File: config.mk
export PLATFORM = sky130hd
export DESIGN_NAME = pit_channel
export DESIGN_NICKNAME = d
export VERILOG_FILES = /design/src/rtl/pit_pkg.sv /design/src/rtl/pit_ctrl_decode.sv /design/src/rtl/pit_load_seq.sv /design/src/rtl/pit_counter.sv /design/src/rtl/pit_latch_rd.sv /design/src/rtl/pit_channel.sv
export SDC_FILE = /design/constraint.sdc
export NUM_CORES = 1
export LEC_CHECK = 0
export BUFFER_PORTS_ARGS = -buffer_cell sky130_fd_sc_hd__buf_2
export CAP_MARGIN = 20
export CORE_MARGIN = 2
export CORE_UTILIZATION = 55
export CTS_CLUSTER_DIAMETER = 30
export CTS_CLUSTER_SIZE = 30
export DETAILED_ROUTE_END_ITERATION = 16
export PLACE_DENSITY = 0.7
export SYNTH_ARGS = -nofsm -noshare
export SYNTH_HDL_FRONTEND = slang
export SYNTH_HIERARCHICAL = 1
export SYNTH_SLANG_ARGS = --single-unit
File: constraint.sdc
create_clock -name clk -period 3.7 [get_ports clk]
set_input_delay 1.11 -clock clk [delete_from_list [all_inputs] [get_ports clk]]
set_output_delay 1.11 -clock clk [all_outputs]
set_load 0.05 [all_outputs]
File: src/rtl/pit_pkg.sv
`timescale 1ns/1ps
package pit_pkg;
    localparam int BYTE_W = 8;
    localparam int CNT_W  = 2 * BYTE_W;
    localparam int unsigned TICK_HZ = 1193180;

    typedef enum logic [1:0] {
        ACC_LATCH = 2'b00,
        ACC_LO    = 2'b01,
        ACC_HI    = 2'b10,
        ACC_LOHI  = 2'b11
    } acc_e;

    localparam logic [1:0] SEL_THIS    = 2'b10;
    localparam logic [2:0] MODE_TC_IRQ = 3'b000;

    localparam logic [1:0] REG_DATA = 2'd0;
    localparam logic [1:0] REG_CTRL = 2'd1;
    localparam logic [1:0] REG_STAT = 2'd2;

    localparam int STAT_GATE_BIT = 0;
    localparam int STAT_SPK_BIT  = 1;
    localparam int STAT_OUT_BIT  = 5;
endpackage

File: src/rtl/pit_ctrl_decode.sv
`timescale 1ns/1ps
module pit_ctrl_decode
    import pit_pkg::*;
(
    input  logic              ctrl_wr,
    input  logic [BYTE_W-1:0] cw,
    output logic              latch_cmd,
    output logic              mode_cmd,
    output acc_e              acc_new
);
    logic       hit;
    logic [1:0] sel;
    logic [2:0] mode;
    logic       bcd;

    always_comb begin
        sel     = cw[7:6];
        acc_new = acc_e'(cw[5:4]);
        mode    = cw[3:1];
        bcd     = cw[0];
        hit     = ctrl_wr && (sel == SEL_THIS);
        // latch command targets this channel with access code 00
        latch_cmd = hit && (acc_new == ACC_LATCH);
        // only binary terminal-count mode is acted on
        mode_cmd  = hit && (acc_new != ACC_LATCH) && (mode == MODE_TC_IRQ) && !bcd;
    end
endmodule

File: src/rtl/pit_load_seq.sv
`timescale 1ns/1ps
module pit_load_seq
    import pit_pkg::*;
(
    input  logic              clk,
    input  logic              rst_n,
    input  logic              mode_cmd,
    input  acc_e              acc_new,
    input  logic              data_wr,
    input  logic [BYTE_W-1:0] wbyte,
    output acc_e              acc,
    output logic              load_stb,
    output logic [CNT_W-1:0]  load_val,
    output logic              hold_stb
);
    typedef struct packed {
        acc_e              acc;
        logic              cfg;
        logic              wtog;
        logic [BYTE_W-1:0] lo;
    } ls_t;

    ls_t q, d;

    always_comb begin
        d        = q;
        load_stb = 1'b0;
        hold_stb = 1'b0;
        load_val = '0;
        if (mode_cmd) begin
            d.acc  = acc_new;
            d.cfg  = 1'b1;
            d.wtog = 1'b0;
        end else if (data_wr && q.cfg) begin
            case (q.acc)
                ACC_LO: begin
                    load_stb = 1'b1;
                    load_val = {{BYTE_W{1'b0}}, wbyte};
                end
                ACC_HI: begin
                    load_stb = 1'b1;
                    load_val = {wbyte, {BYTE_W{1'b0}}};
                end
                ACC_LOHI: begin
                    if (!q.wtog) begin
                        d.lo     = wbyte;
                        d.wtog   = 1'b1;
                        hold_stb = 1'b1;
                    end else begin
                        load_stb = 1'b1;
                        load_val = {wbyte, q.lo};
                        d.wtog   = 1'b0;
                    end
                end
                default: ;
            endcase
        end
    end

    always_ff @(posedge clk) begin
        if (!rst_n) begin
            q.acc  <= ACC_LOHI;
            q.cfg  <= 1'b0;
            q.wtog <= 1'b0;
            q.lo   <= '0;
        end else begin
            q <= d;
        end
    end

    assign acc = q.acc;

    // a data byte in low-then-high mode flips the byte toggle
    a_r4_toggle_flip: assert property (@(posedge clk) disable iff (!rst_n)
        (data_wr && q.cfg && !mode_cmd && q.acc == ACC_LOHI) |=> (q.wtog != $past(q.wtog)));

    // a mode control word leaves the toggle cleared
    a_r2_toggle_clear: assert property (@(posedge clk) disable iff (!rst_n)
        mode_cmd |=> !q.wtog);
endmodule

File: src/rtl/pit_counter.sv
`timescale 1ns/1ps
module pit_counter
    import pit_pkg::*;
(
    input  logic             clk,
    input  logic             rst_n,
    input  logic             tick,
    input  logic             gate,
    input  logic             stop,
    input  logic             load_stb,
    input  logic [CNT_W-1:0] load_val,
    output logic [CNT_W-1:0] cnt,
    output logic             out
);
    typedef struct packed {
        logic [CNT_W-1:0] cnt;
        logic             out;
        logic             armed;
    } ctr_t;

    ctr_t q, d;

    always_comb begin
        d = q;
        if (stop) begin
            d.armed = 1'b0;
            d.out   = 1'b0;
        end else if (load_stb) begin
            d.cnt   = load_val;
            d.armed = 1'b1;
            d.out   = 1'b0;
        end else if (q.armed && gate && tick) begin
            d.cnt = q.cnt - CNT_W'(1);
            if (q.cnt == CNT_W'(1)) begin
                d.out = 1'b1;
            end
        end
    end

    always_ff @(posedge clk) begin
        if (!rst_n) begin
            q.cnt   <= '0;
            q.out   <= 1'b0;
            q.armed <= 1'b0;
        end else begin
            q <= d;
        end
    end

    assign cnt = q.cnt;
    assign out = q.out;

    a_r6_step: assert property (@(posedge clk) disable iff (!rst_n)
        (q.armed && gate && tick && !stop && !load_stb) |=> (q.cnt == $past(q.cnt) - CNT_W'(1)));

    a_r6_gate_hold: assert property (@(posedge clk) disable iff (!rst_n)
        (!gate && !load_stb) |=> $stable(q.cnt));

    a_r7_sticky: assert property (@(posedge clk) disable iff (!rst_n)
        (q.out && !stop && !load_stb) |=> q.out);

    a_r7_rise_at_one: assert property (@(posedge clk) disable iff (!rst_n)
        $rose(q.out) |-> ($past(q.cnt) == CNT_W'(1)));

    a_r2_stop_low: assert property (@(posedge clk) disable iff (!rst_n)
        stop |=> (!q.out && !q.armed));
endmodule

File: src/rtl/pit_latch_rd.sv
`timescale 1ns/1ps
module pit_latch_rd
    import pit_pkg::*;
(
    input  logic              clk,
    input  logic              rst_n,
    input  logic              latch_cmd,
    input  logic              mode_cmd,
    input  logic              data_rd,
    input  acc_e              acc,
    input  logic [CNT_W-1:0]  cnt,
    output logic [BYTE_W-1:0] rbyte
);
    typedef struct packed {
        logic [CNT_W-1:0] snap;
        logic             held;
        logic             rhi;
        logic             rtog;
    } lr_t;

    lr_t q, d;

    always_comb begin
        if (q.held) begin
            rbyte = q.rhi ? q.snap[CNT_W-1:BYTE_W] : q.snap[BYTE_W-1:0];
        end else begin
            case (acc)
                ACC_HI:   rbyte = cnt[CNT_W-1:BYTE_W];
                ACC_LOHI: rbyte = q.rtog ? cnt[CNT_W-1:BYTE_W] : cnt[BYTE_W-1:0];
                default:  rbyte = cnt[BYTE_W-1:0];
            endcase
        end

        d = q;
        if (mode_cmd) begin
            d.rtog = 1'b0;
        end
        if (data_rd) begin
            if (q.held) begin
                if (q.rhi) begin
                    d.held = 1'b0;
                    d.rhi  = 1'b0;
                end else begin
                    d.rhi = 1'b1;
                end
            end else if (acc == ACC_LOHI) begin
                d.rtog = ~q.rtog;
            end
        end
        if (latch_cmd && !q.held) begin
            d.snap = cnt;
            d.held = 1'b1;
            d.rhi  = 1'b0;
        end
    end

    always_ff @(posedge clk) begin
        if (!rst_n) begin
            q.snap <= '0;
            q.held <= 1'b0;
            q.rhi  <= 1'b0;
            q.rtog <= 1'b0;
        end else begin
            q <= d;
        end
    end

    a_r8_snap_frozen: assert property (@(posedge clk) disable iff (!rst_n)
        (q.held && !(data_rd && q.rhi)) |=> (q.held && $stable(q.snap)));

    a_r8_release: assert property (@(posedge clk) disable iff (!rst_n)
        (q.held && q.rhi && data_rd && !latch_cmd) |=> !q.held);

    a_r8_capture: assert property (@(posedge clk) disable iff (!rst_n)
        (latch_cmd && !q.held) |=> (q.held && q.snap == $past(cnt)));
endmodule

File: src/rtl/pit_channel.sv
`timescale 1ns/1ps
module pit_channel
    import pit_pkg::*;
(
    input  logic              clk,
    input  logic              rst_n,
    input  logic              tick_en,
    input  logic [1:0]        bus_addr,
    input  logic              bus_wr,
    input  logic              bus_rd,
    input  logic [BYTE_W-1:0] bus_wdata,
    output logic [BYTE_W-1:0] bus_rdata,
    output logic              tmr_out,
    output logic              spk_out
);
    typedef struct packed {
        logic gate;
        logic spk;
    } st_t;

    st_t st_q, st_d;

    logic              ctrl_wr, data_wr, stat_wr, data_rd;
    logic              latch_cmd, mode_cmd, load_stb, hold_stb;
    acc_e              acc_new, acc;
    logic [CNT_W-1:0]  load_val, cnt;
    logic [BYTE_W-1:0] rbyte, stat_byte;
    logic              out;

    always_comb begin
        ctrl_wr = bus_wr && (bus_addr == REG_CTRL);
        data_wr = bus_wr && (bus_addr == REG_DATA);
        stat_wr = bus_wr && (bus_addr == REG_STAT);
        data_rd = bus_rd && (bus_addr == REG_DATA);
    end

    pit_ctrl_decode u_dec (
        .ctrl_wr   (ctrl_wr),
        .cw        (bus_wdata),
        .latch_cmd (latch_cmd),
        .mode_cmd  (mode_cmd),
        .acc_new   (acc_new)
    );

    pit_load_seq u_seq (
        .clk      (clk),
        .rst_n    (rst_n),
        .mode_cmd (mode_cmd),
        .acc_new  (acc_new),
        .data_wr  (data_wr),
        .wbyte    (bus_wdata),
        .acc      (acc),
        .load_stb (load_stb),
        .load_val (load_val),
        .hold_stb (hold_stb)
    );

    pit_counter u_ctr (
        .clk      (clk),
        .rst_n    (rst_n),
        .tick     (tick_en),
        .gate     (st_q.gate),
        .stop     (mode_cmd || hold_stb),
        .load_stb (load_stb),
        .load_val (load_val),
        .cnt      (cnt),
        .out      (out)
    );

    pit_latch_rd u_rd (
        .clk       (clk),
        .rst_n     (rst_n),
        .latch_cmd (latch_cmd),
        .mode_cmd  (mode_cmd),
        .data_rd   (data_rd),
        .acc       (acc),
        .cnt       (cnt),
        .rbyte     (rbyte)
    );

    always_comb begin
        st_d = st_q;
        if (stat_wr) begin
            st_d.gate = bus_wdata[STAT_GATE_BIT];
            st_d.spk  = bus_wdata[STAT_SPK_BIT];
        end
        stat_byte                = '0;
        stat_byte[STAT_GATE_BIT] = st_q.gate;
        stat_byte[STAT_SPK_BIT]  = st_q.spk;
        stat_byte[STAT_OUT_BIT]  = out;
        case (bus_addr)
            REG_DATA: bus_rdata = rbyte;
            REG_STAT: bus_rdata = stat_byte;
            default:  bus_rdata = '0;
        endcase
    end

    always_ff @(posedge clk) begin
        if (!rst_n) begin
            st_q.gate <= 1'b0;
            st_q.spk  <= 1'b0;
        end else begin
            st_q <= st_d;
        end
    end

    assign tmr_out = out;
    assign spk_out = out && st_q.spk;

    a_r9_stat_write: assert property (@(posedge clk) disable iff (!rst_n)
        stat_wr |=> (st_q.gate == $past(bus_wdata[STAT_GATE_BIT]) &&
                     st_q.spk  == $past(bus_wdata[STAT_SPK_BIT])));

    a_r9_stat_hold: assert property (@(posedge clk) disable iff (!rst_n)
        !stat_wr |=> $stable(st_q));

    a_r1_foreign_ctrl: assert property (@(posedge clk) disable iff (!rst_n)
        (ctrl_wr && bus_wdata[7:6] != SEL_THIS) |-> (!mode_cmd && !latch_cmd));
endmodule

======== Yosys cells after proc, flatten, opt, wreduce, memory -nomap -nowiden ========
Cells that the tools add are included.
operators by class
  add/sub/neg operators ................... 1
  mux-type cells .......................... 27
  reductions and logical operators ........ 33
  equality and inequality tests ........... 7
  bitwise operators ....................... 5
operators with widths
  operator                                                              count
  16-bit 2-to-1 mux                                                     3
  16-bit one-hot mux with 3 select lines                                1
  17-bit 2-to-1 mux                                                     2
  8-bit one-hot mux with 2 select lines                                 2
  8-bit 2-to-1 mux                                                      3
  16-bit by 1-bit == test with 1-bit output, second input constant      1
  16-bit by 1-bit subtractor with 16-bit output, second input constant  1
  1-bit logical AND                                                     14
  1-bit 2-to-1 mux                                                      12
  2-bit == test, second input constant                                  4
  2-bit AND reduction                                                   4
  2-bit OR reduction                                                    4
  2-bit nonzero test                                                    3
  1-bit inverter                                                        5
  2-bit by 1-bit == test with 1-bit output, second input constant       2
  2-bit zero test                                                       2
  2-bit 2-to-1 mux                                                      2
  4-bit AND reduction                                                   1
  3-bit zero test                                                       1
  3-bit 2-to-1 mux                                                      1
  3-bit OR reduction                                                    1
  1-bit zero test                                                       2
  1-bit one-hot mux with 2 select lines                                 1
  1-bit logical OR                                                      1
storage, ports and cells
  register bits after elaboration ......... 51
  input port bits ......................... 15
  logic and storage cells ................. 86
  output and inout port bits .............. 10

======== Depth between registers and ports, before layout ========
Gate-level depths: netlist (run 1).
  depth in word-level cells ............... 11
  mapped depth ............................ 13
  gate-level depth less buffers ........... 10

======== Cells and area by module ========
The synthesis (run 1) kept the hierarchy.
by module, submodules not included
  module           cells an instance  seq. area each (um^2)  area each (um^2)  instances
  pit_counter      157                360.3                  1267.5            1
  pit_latch_rd     124                380.4                  997.2             1
  pit_load_seq     82                 240.2                  740.7             1
  pit_channel      28                 40.0                   209.0             1
  pit_ctrl_decode  7                  0.0                    48.8              1

======== Worst setup path after synthesis (run 1) ========
No wires, ideal clock.
  kind .................................... input -> register
  start ................................... input bus_wdata[2]
  end ..................................... register u_ctr/cnt[7] (netlist name)
  arrival ................................. 3.292 ns
  cell stages on the path ................. 11
  path slack .............................. 0.285 ns
  setup time .............................. 0.122 ns
  required time ........................... 3.578 ns
  path buffers ............................ 4
  cell sequence ........................... or4_1 -> nor3_2 -> buf_6 -> nor4b_2 -> buf_4 -> or2_2 -> clkbuf_1 -> or2_1 -> buf_2 -> o211ai_1 -> o21ai_1
between the ends
  cells in the longest elaborated chain, start to end .. 7
  elaborated cells between the ends (all ways) .. 11
  classes of those cells .................. mux: 4; bitwise: 1; reduce/logical: 6
RTL lines
  what                             line                   source
  start, declared                  pit_channel.sv:11      input logic [BYTE_W-1:0] bus_wdata,
  3-bit zero test                  pit_ctrl_decode.sv:25  mode_cmd = hit && (acc_new != ACC_LATCH) && (mode == MODE_TC_IRQ) && !bcd;
  1-bit logical AND (2 in series)  pit_ctrl_decode.sv:25
  net mode_cmd                     pit_channel.sv:24      logic latch_cmd, mode_cmd, load_stb, hold_stb;
  1-bit 2-to-1 mux                 pit_load_seq.sv:30     if (mode_cmd) begin
  net hold_stb                     pit_channel.sv:24
  1-bit logical OR                 pit_channel.sv:63      .stop (mode_cmd || hold_stb),
  1-bit inverter (no line)         --
  2-bit AND reduction (no line)    --
The timed path passes the listed nets, and every way through them passes these cells.
A chain may end at the register's enable or synchronous reset.

======== Worst setup path in the final report (run 1) ========
  start ................................... input bus_wdata[2]
  end ..................................... register u_ctr/cnt[3] (netlist name)
between the ends
  elaborated cells between the ends (all ways) .. 11
  classes of those cells .................. mux: 4; bitwise: 1; reduce/logical: 6
RTL lines
  what                                 line
  3-bit zero test (*)                  pit_ctrl_decode.sv:25
  1-bit logical AND (*) (2 in series)  pit_ctrl_decode.sv:25
  net mode_cmd                         pit_channel.sv:24
  1-bit 2-to-1 mux (*)                 pit_load_seq.sv:30
  net load_stb                         pit_channel.sv:24
  2-bit nonzero test (no line)         --
  2-bit AND reduction (no line)        --
The timed path passes the listed nets; every way through them passes the cells marked *.

==> results of run 1 <==
[synth_stat cells (2+ instances only)]
cell type / count / share of area [%]
and2_2: 4 / 0.92
ha_1: 6 / 2.3
clkbuf_1: 5 / 0.58
dfxtp_1: 51 / 31
a32o_1: 3 / 0.92
a32oi_1: 4 / 1.1
a22o_1: 9 / 2.4
buf_4: 26 / 6.0
mux2i_1: 21 / 6.4
a22oi_1: 12 / 2.8
o22ai_1: 2 / 0.38
and2_1: 15 / 2.9
buf_6: 6 / 2.1
o21a_1: 3 / 0.69
o21ai_0: 11 / 1.7
buf_2: 5 / 0.77
and3_1: 2 / 0.38
a211oi_1: 3 / 0.69
nor4_4: 2 / 1.3
nor2_1: 21 / 2.4
nor2b_1: 3 / 0.58
nand2_1: 63 / 7.2
inv_1: 10 / 1.2
o211ai_1: 4 / 0.92
a21oi_2: 2 / 0.54
buf_1: 2 / 0.23
a21oi_1: 29 / 4.4
nand4b_1: 2 / 0.54
nand4_1: 3 / 0.58
nor3_1: 6 / 0.92
o21ai_1: 8 / 1.2
a31oi_1: 15 / 2.9
nand2b_1: 5 / 0.96
nand3_1: 4 / 0.61
[worst max-delay path by stage]
| stage | startpoint | to | cells past startpoint |
|---|---|---|---|
| floorplan | bus_wdata[2] | u_ctr/cnt[7] | 11 |
| global placement | bus_wdata[2] | u_ctr/cnt[3] | 9 |
| detailed placement | bus_wdata[2] | u_ctr/cnt[3] | 9 |
| CTS | bus_wdata[2] | u_ctr/cnt[3] | 9 |
| global route | bus_wdata[2] | u_ctr/cnt[3] | 9 |
| finish | bus_wdata[2] | u_ctr/cnt[3] | 9 |
[final cells by class]
| cell class | count | share of cell area (%) |
|---|---|---|
| Inverter | 11 | 1.22 |
| Clock inverter | 3 | 1.99 |
| Tap cell | 75 | 2.77 |
| Multi-Input combinational cell | 292 | 55.7 |
| Timing Repair Buffer | 36 | 6.20 |
| Clock buffer | 5 | 2.03 |
| Sequential cell | 51 | 30.1 |
[per-layer routing]
layer | global-route usage, % | wire, um
met5 | 0 | 0
met4 | 12.4 | 257
met3 | 4.11 | 643
met2 | 42.8 | 3760
met1 | 36.4 | 3720
[cells in the final DEF (no fill, tap or decap), drive strengths merged, types with 3 or more instances in the layout]
cell / instances
a211oi: 3
a21oi: 31
a22o: 9
a22oi: 12
a31oi: 15
a32o: 3
a32oi: 4
and2: 20
buf: 36
clkbuf: 5
dfxtp: 51
ha: 6
inv: 10
mux2i: 21
nand2: 63
nand2b: 5
nand3: 4
nand4: 3
nor2: 21
nor2b: 3
nor3: 8
o211ai: 4
o21a: 3
o21ai: 19
or2: 3
[worst max-delay path: stages]
cell      delay (ns)
buf_2           0.11
or4_1           0.54
nor3_2          0.25
and4bb_4        0.26
o21a_1          0.20
and4b_1         0.62
a22oi_1         0.12
or2_0           0.23
a21oi_1         0.12
[through the flow]
| stage | cells | hold slack (ns) | setup slack [ns] | util, % |
|---|---|---|---|---|
| 2_1_floorplan | 398 | 0.435 | 0.285 | - |
| 3_3_place_gp | 465 | 0.444 | 0.198 | 55.9 |
| 3_5_place_dp | 465 | 0.449 | 0.0964 | 55.9 |
| 4_1_cts | 473 | 0.464 | 0.431 | 58.3 |
| 5_1_grt | 473 | 0.487 | 0.244 | 58.3 |
| 6_report | 473 | 0.461 | 0.387 | 58.3 |
[registers in the layout, summed over array words and instances, names as in the netlist]
name	count
u_ctr/cnt	16
u_seq/acc	2
st_q	2
u_seq/q	10
u_ctr/out	1
u_ctr/q	1
u_rd/q	19
[cells by family after synthesis]
logic type	count (synthesis)
multiplexers	23
flip-flops	51
buffers and inverters	55
AO/OA/AOI/OAI	113
AND/OR/NAND/NOR	149
XOR/XNOR	1
adder cells (fa/ha/maj)	6
[power breakdown]
| part | internal (mW) | switching [mW] | total, mW | leakage, nW |
|---|---|---|---|---|
| combinational | 0.0151 | 0.0325 | 0.0475 | 0.764 |
| sequential | 0.550 | 0.00224 | 0.552 | 0.411 |
| clock | 0.270 | 0.198 | 0.468 | 0.0644 |
| total | 0.835 | 0.233 | 1.07 | 1.24 |
==> metrics.cfg, run 1 <==
[final_layout]
syn_to_final_growth_pct = 3.87
fin_area_sq_um = 3390
layout-drive-gt1-share_pct = 16.1
antenna_cells = 0
multi_input_area_sq_um = 1890
fill_cells = 555
regArea_sq_um = 1020
nNetsFinal = 418

[placed_design]
post_dp_cell_area_sq_um = 3250
io_buffer_count = 24
gp_congestion = 0.883
hpwlAfterDp_mm = 6.17

[cts]
path_clk_slew_ns = 0.10
tritoncts = built
cts-hold-fix-buffers = 0
postCtsResizedCells = 0
numCtsBuffers = 5
post_cts_buffers = 0
worstSkewPairLatency_ns = 0.31
htree_levels = 2
cts_buffer_depth = 2
clock_sinks = 51
cts_root_buf = clkbuf_8

[grt]
antenna_found_initial = 0
grt_pass1_vias = 2777
grt_pass1_wl_mm = 13.7
grt_usage_pct = 27.1
grt-ovfl-total = 0
grt_max_degree = 24

[floorplan]
design.die.area_sq_um = 6570
initial_core_util_pct = 56.1
die_w_um = 81.0
chipHeight_um = 81.0
pin_count = 25
rows = 28
core_area_sq_um = 5820

[timing]
hold_viol_final = 0
rsz0062_at_grt = false
post-route-period-util_pct = 89.5
setup-tns-final_ns = 0
min_period_ns = 3.31
clock_skew_ns = 0.0104
fmax_mhz = 302
tightest_slew_ns = 0.685
final-setup-viol-count = 0
slew_headroom_pct = 54.3
slew_violations = 0

[route]
via_per_inst = 6.29
num_vias = 2974
totalWireLength_mm = 8.38
dr.pass1.iters = 7
route.detailed.drc = 0
ant_nets = 0
wl_per_cell_um = 17.7
drt_iter0_markers = 300

[synthesis]
avgSynthCellArea_sq_um = 8.20
synth_edf_count = 0
synth_compound_area_share_pct = 23.0
synth_xor_area_share_pct = 0.268
ys_ff_latch = 51
synth_cells = 398
synth_cell_types = 65
yosysSeqAreaShare_pct = 31.3
async_reset_ff_share_pct = 0
synthSimpleGateAreaFrac_pct = 25.1
synth_flop_cell = dfxtp_1
synthesis.area_sq_um = 3260
synth.area.mux_share_pct = 7.13
yosysWarnings = 6
synthAdderAreaFrac_pct = 2.30
synthesis.nets = 419
synth_top_family_by_area = simple AND/OR/NAND/NOR gates

[hold_path]
min_path_type = flop to flop
worstHoldPathCells = 2
holdPathEnd = u_rd/q[13]
hp-start = u_rd/q[13]

[worst_setup_path]
worstPathArrival_ns = 3.56
cp.required_ns = 3.95
worstSetupEndpointType = flop
r2r_slack_ns = 1.01
worstSetupPathType = primary input to flop
worstPathMaxFanout = 13
timing.rr.start = u_seq/acc[1]
cp-start-kind = primary input
rr_worst_depth = 9
r2r-end = u_ctr/cnt[0]

[power]
total_power_mw = 1.07
p_leak_nw = 1.24
ir_worst_vdd_mv = 0.205
p_per_area_nw_per_um2 = 315

[flow_run]
maxCapViolations = 0

[status]
outcome = complete, no violations

Note: power is estimated with default switching activity, not from simulation.
==> inputs of run 2 (changes only) <==
Settings changed: BUFFER_PORTS_ARGS -buffer_cell sky130_fd_sc_hd__buf_2 to unset, DONT_BUFFER_PORTS set to 1, MAX_ROUTING_LAYER set to met4, PLACE_DENSITY 0.7 to 0.66, SETUP_SLACK_MARGIN set to 0.5.
==> metrics.cfg, run 2 (synthesis results as in run 1) <==
[status]
outcome = complete, no violations  ; unchanged

[timing]
clock_skew_ns = 0.00719  ; was 0.0104 ns
slew_violations = 0  ; unchanged
fmax_mhz = 329  ; was 302 MHz
final-setup-viol-count = 0  ; unchanged
tightest_slew_ns = 0.628  ; was 0.685 ns
post-route-period-util_pct = 82.2  ; was 89.5%
hold_viol_final = 0  ; unchanged
rsz0062_at_grt = false  ; unchanged
min_period_ns = 3.04  ; was 3.31 ns
setup-tns-final_ns = 0  ; unchanged
slew_headroom_pct = 58.1  ; was 54.3%

[route]
wl_per_cell_um = 18.2  ; was 17.7 um
dr.pass1.iters = 5  ; was 7
ant_nets = 0  ; unchanged
drt_iter0_markers = 269  ; was 300
route.detailed.drc = 0  ; unchanged
num_vias = 2812  ; was 2,974
via_per_inst = 6.30  ; was 6.29
totalWireLength_mm = 8.14  ; was 8.38 mm

[final_layout]
nNetsFinal = 392  ; was 418
layout-drive-gt1-share_pct = 11.1  ; was 16.1%
regMostFlops = u_rd/q  ; unchanged
top_regs = u_rd/q x19, u_ctr/cnt x16, u_seq/q x10  ; unchanged
layout_common_cells = nand2_1 (63), dfxtp_1 (51), a21oi_1 (29), mux2i_1 (21), nor2_1 (20)  ; was nand2_1 (63), dfxtp_1 (51), a21oi_1 (29), buf_2 (24)
antenna_cells = 0  ; unchanged
fin_area_sq_um = 3240  ; was 3390 sq um
syn_to_final_growth_pct = -0.652  ; was 3.87%
fill_cells = 565  ; was 555
largest_reg_flops = 19  ; unchanged
final_common_cell = nand2_1  ; unchanged

[worst_setup_path]
worstSetupPathType = primary input to flop  ; unchanged
cp_top_family = simple AND/OR/NAND/NOR gates  ; unchanged
max_stage_delay_ns = 0.60  ; was 0.62 ns
worstPathArrival_ns = 3.27  ; was 3.56 ns
critPathSlowestCell = and4b_1  ; unchanged
crit_chain = or4_4 -> nor3_4 -> and4bb_4 -> o21a_1 -> and4b_1 -> nand2_1 -> a21o_1 -> a41oi_2  ; was buf_2 -> or4_1 -> nor3_2 -> and4bb_4 -> o21a_1 -> and4b_1 -> a22oi_1 -> or2_0 -> a21oi_1
critPathBufInv = 0  ; was 1
cp.required_ns = 3.93  ; was 3.95 ns
worstSetupEndpointType = flop  ; unchanged
cp-start-kind = primary input  ; unchanged
worstPathMaxFanout = 13  ; unchanged

[cts]
tritoncts = built  ; unchanged
numCtsBuffers = 5  ; unchanged
path_clk_slew_ns = 0.09  ; was 0.10 ns
postCtsResizedCells = 0  ; unchanged
cts-hold-fix-buffers = 0  ; unchanged
cts_buffer_depth = 2  ; unchanged
clock_sinks = 51  ; unchanged
cts_root_buf = clkbuf_8  ; unchanged
htree_levels = 2  ; unchanged
worstSkewPairLatency_ns = 0.30  ; was 0.31 ns
post_cts_buffers = 0  ; unchanged

[floorplan]
chipHeight_um = 81.0  ; unchanged
rows = 28  ; unchanged
design.die.area_sq_um = 6570  ; unchanged
core_area_sq_um = 5820  ; unchanged
pin_count = 25  ; unchanged
die_w_um = 81.0  ; unchanged
initial_core_util_pct = 56.1  ; unchanged

[grt]
grt_usage_pct = 26.8  ; was 27.1%
antenna_found_initial = 0  ; unchanged
grt_pass1_wl_mm = 13.2  ; was 13.7 mm
grt_max_degree = 36  ; was 24
grt-ovfl-total = 0  ; unchanged
grt_pass1_vias = 2558  ; was 2,777

[power]
p_per_area_nw_per_um2 = 298  ; was 315 nW/um^2
p_leak_nw = 1.12  ; was 1.24 nW
ir_worst_vdd_mv = 0.198  ; was 0.205 mV

[placed_design]
hpwlAfterDp_mm = 5.85  ; was 6.17 mm
gp_congestion = 1.01  ; was 0.883
post_dp_cell_area_sq_um = 3130  ; was 3250 sq um
io_buffer_count = 0  ; was 24

[hold_path]
min_path_type = flop to flop  ; unchanged

[flow_run]
maxCapViolations = 0  ; unchanged

## run 2: area by class of cell
class                           instances  area (sq um)  area share [%]
Multi-Input combinational cell        292          1910            58.9
Sequential cell                        51          1020            31.5
Tap cell                               75          93.8            2.89
Timing Repair Buffer                   10          75.1            2.32
Clock buffer                            6          72.6            2.24
Inverter                               11          41.3            1.27
Clock inverter                          1          30.0           0.926
## run 2: where the power goes
part	internal, mW	total, mW	switching, mW
clock network	0.199	0.385	0.187
logic	0.0100	0.0278	0.0178
registers	0.550	0.552	0.00208
## run 2: layer usage
metal	track usage (%)	wire (um)	vias to the layer above
met5	-	0	-
met4	5.93	89	0
met3	3.67	510	10
met2	41.1	3790	106
met1	37.7	3750	1339
li1	-	-	1357
## run 2: worst paths after layout
kind,start,end,slack (ns),cells after the start
hold reg to reg,u_rd/q[13],u_rd/q[13],0.46,2
hold / removal,u_rd/q[13],u_rd/q[13],0.46,2
setup / recovery,bus_wdata[2],u_ctr/cnt[15],0.66,8
setup reg to reg,u_seq/acc[1],u_ctr/cnt[9],1.08,10
## run 2: worst reg2reg max path: stages, from the launching register on
cell and delay (ns):
dfxtp_1 0.60, inv_1 0.15, ha_1 0.23, and4bb_4 0.35
o21a_1 0.21, buf_4 0.26, nand4b_1 0.17, buf_4 0.20
a31oi_1 0.05, o211ai_1 0.20, o21ai_1 0.09
## run 2: per-stage QoR
step | utilization (%) | hold WS [ns] | total power, mW | cells | setup WS (ns)
4_1_cts | 55.6 | 0.459 | 0.974 | 446 | 0.574
5_1_grt | 55.7 | 0.473 | 1.00 | 446 | 0.528
3_5_place_dp | 53.9 | 0.446 | 0.592 | 439 | 0.262
2_1_floorplan | - | 0.435 | 0.593 | 398 | 0.414
3_3_place_gp | 53.9 | 0.443 | 0.592 | 439 | 0.246
6_report | 55.7 | 0.460 | 0.965 | 446 | 0.660
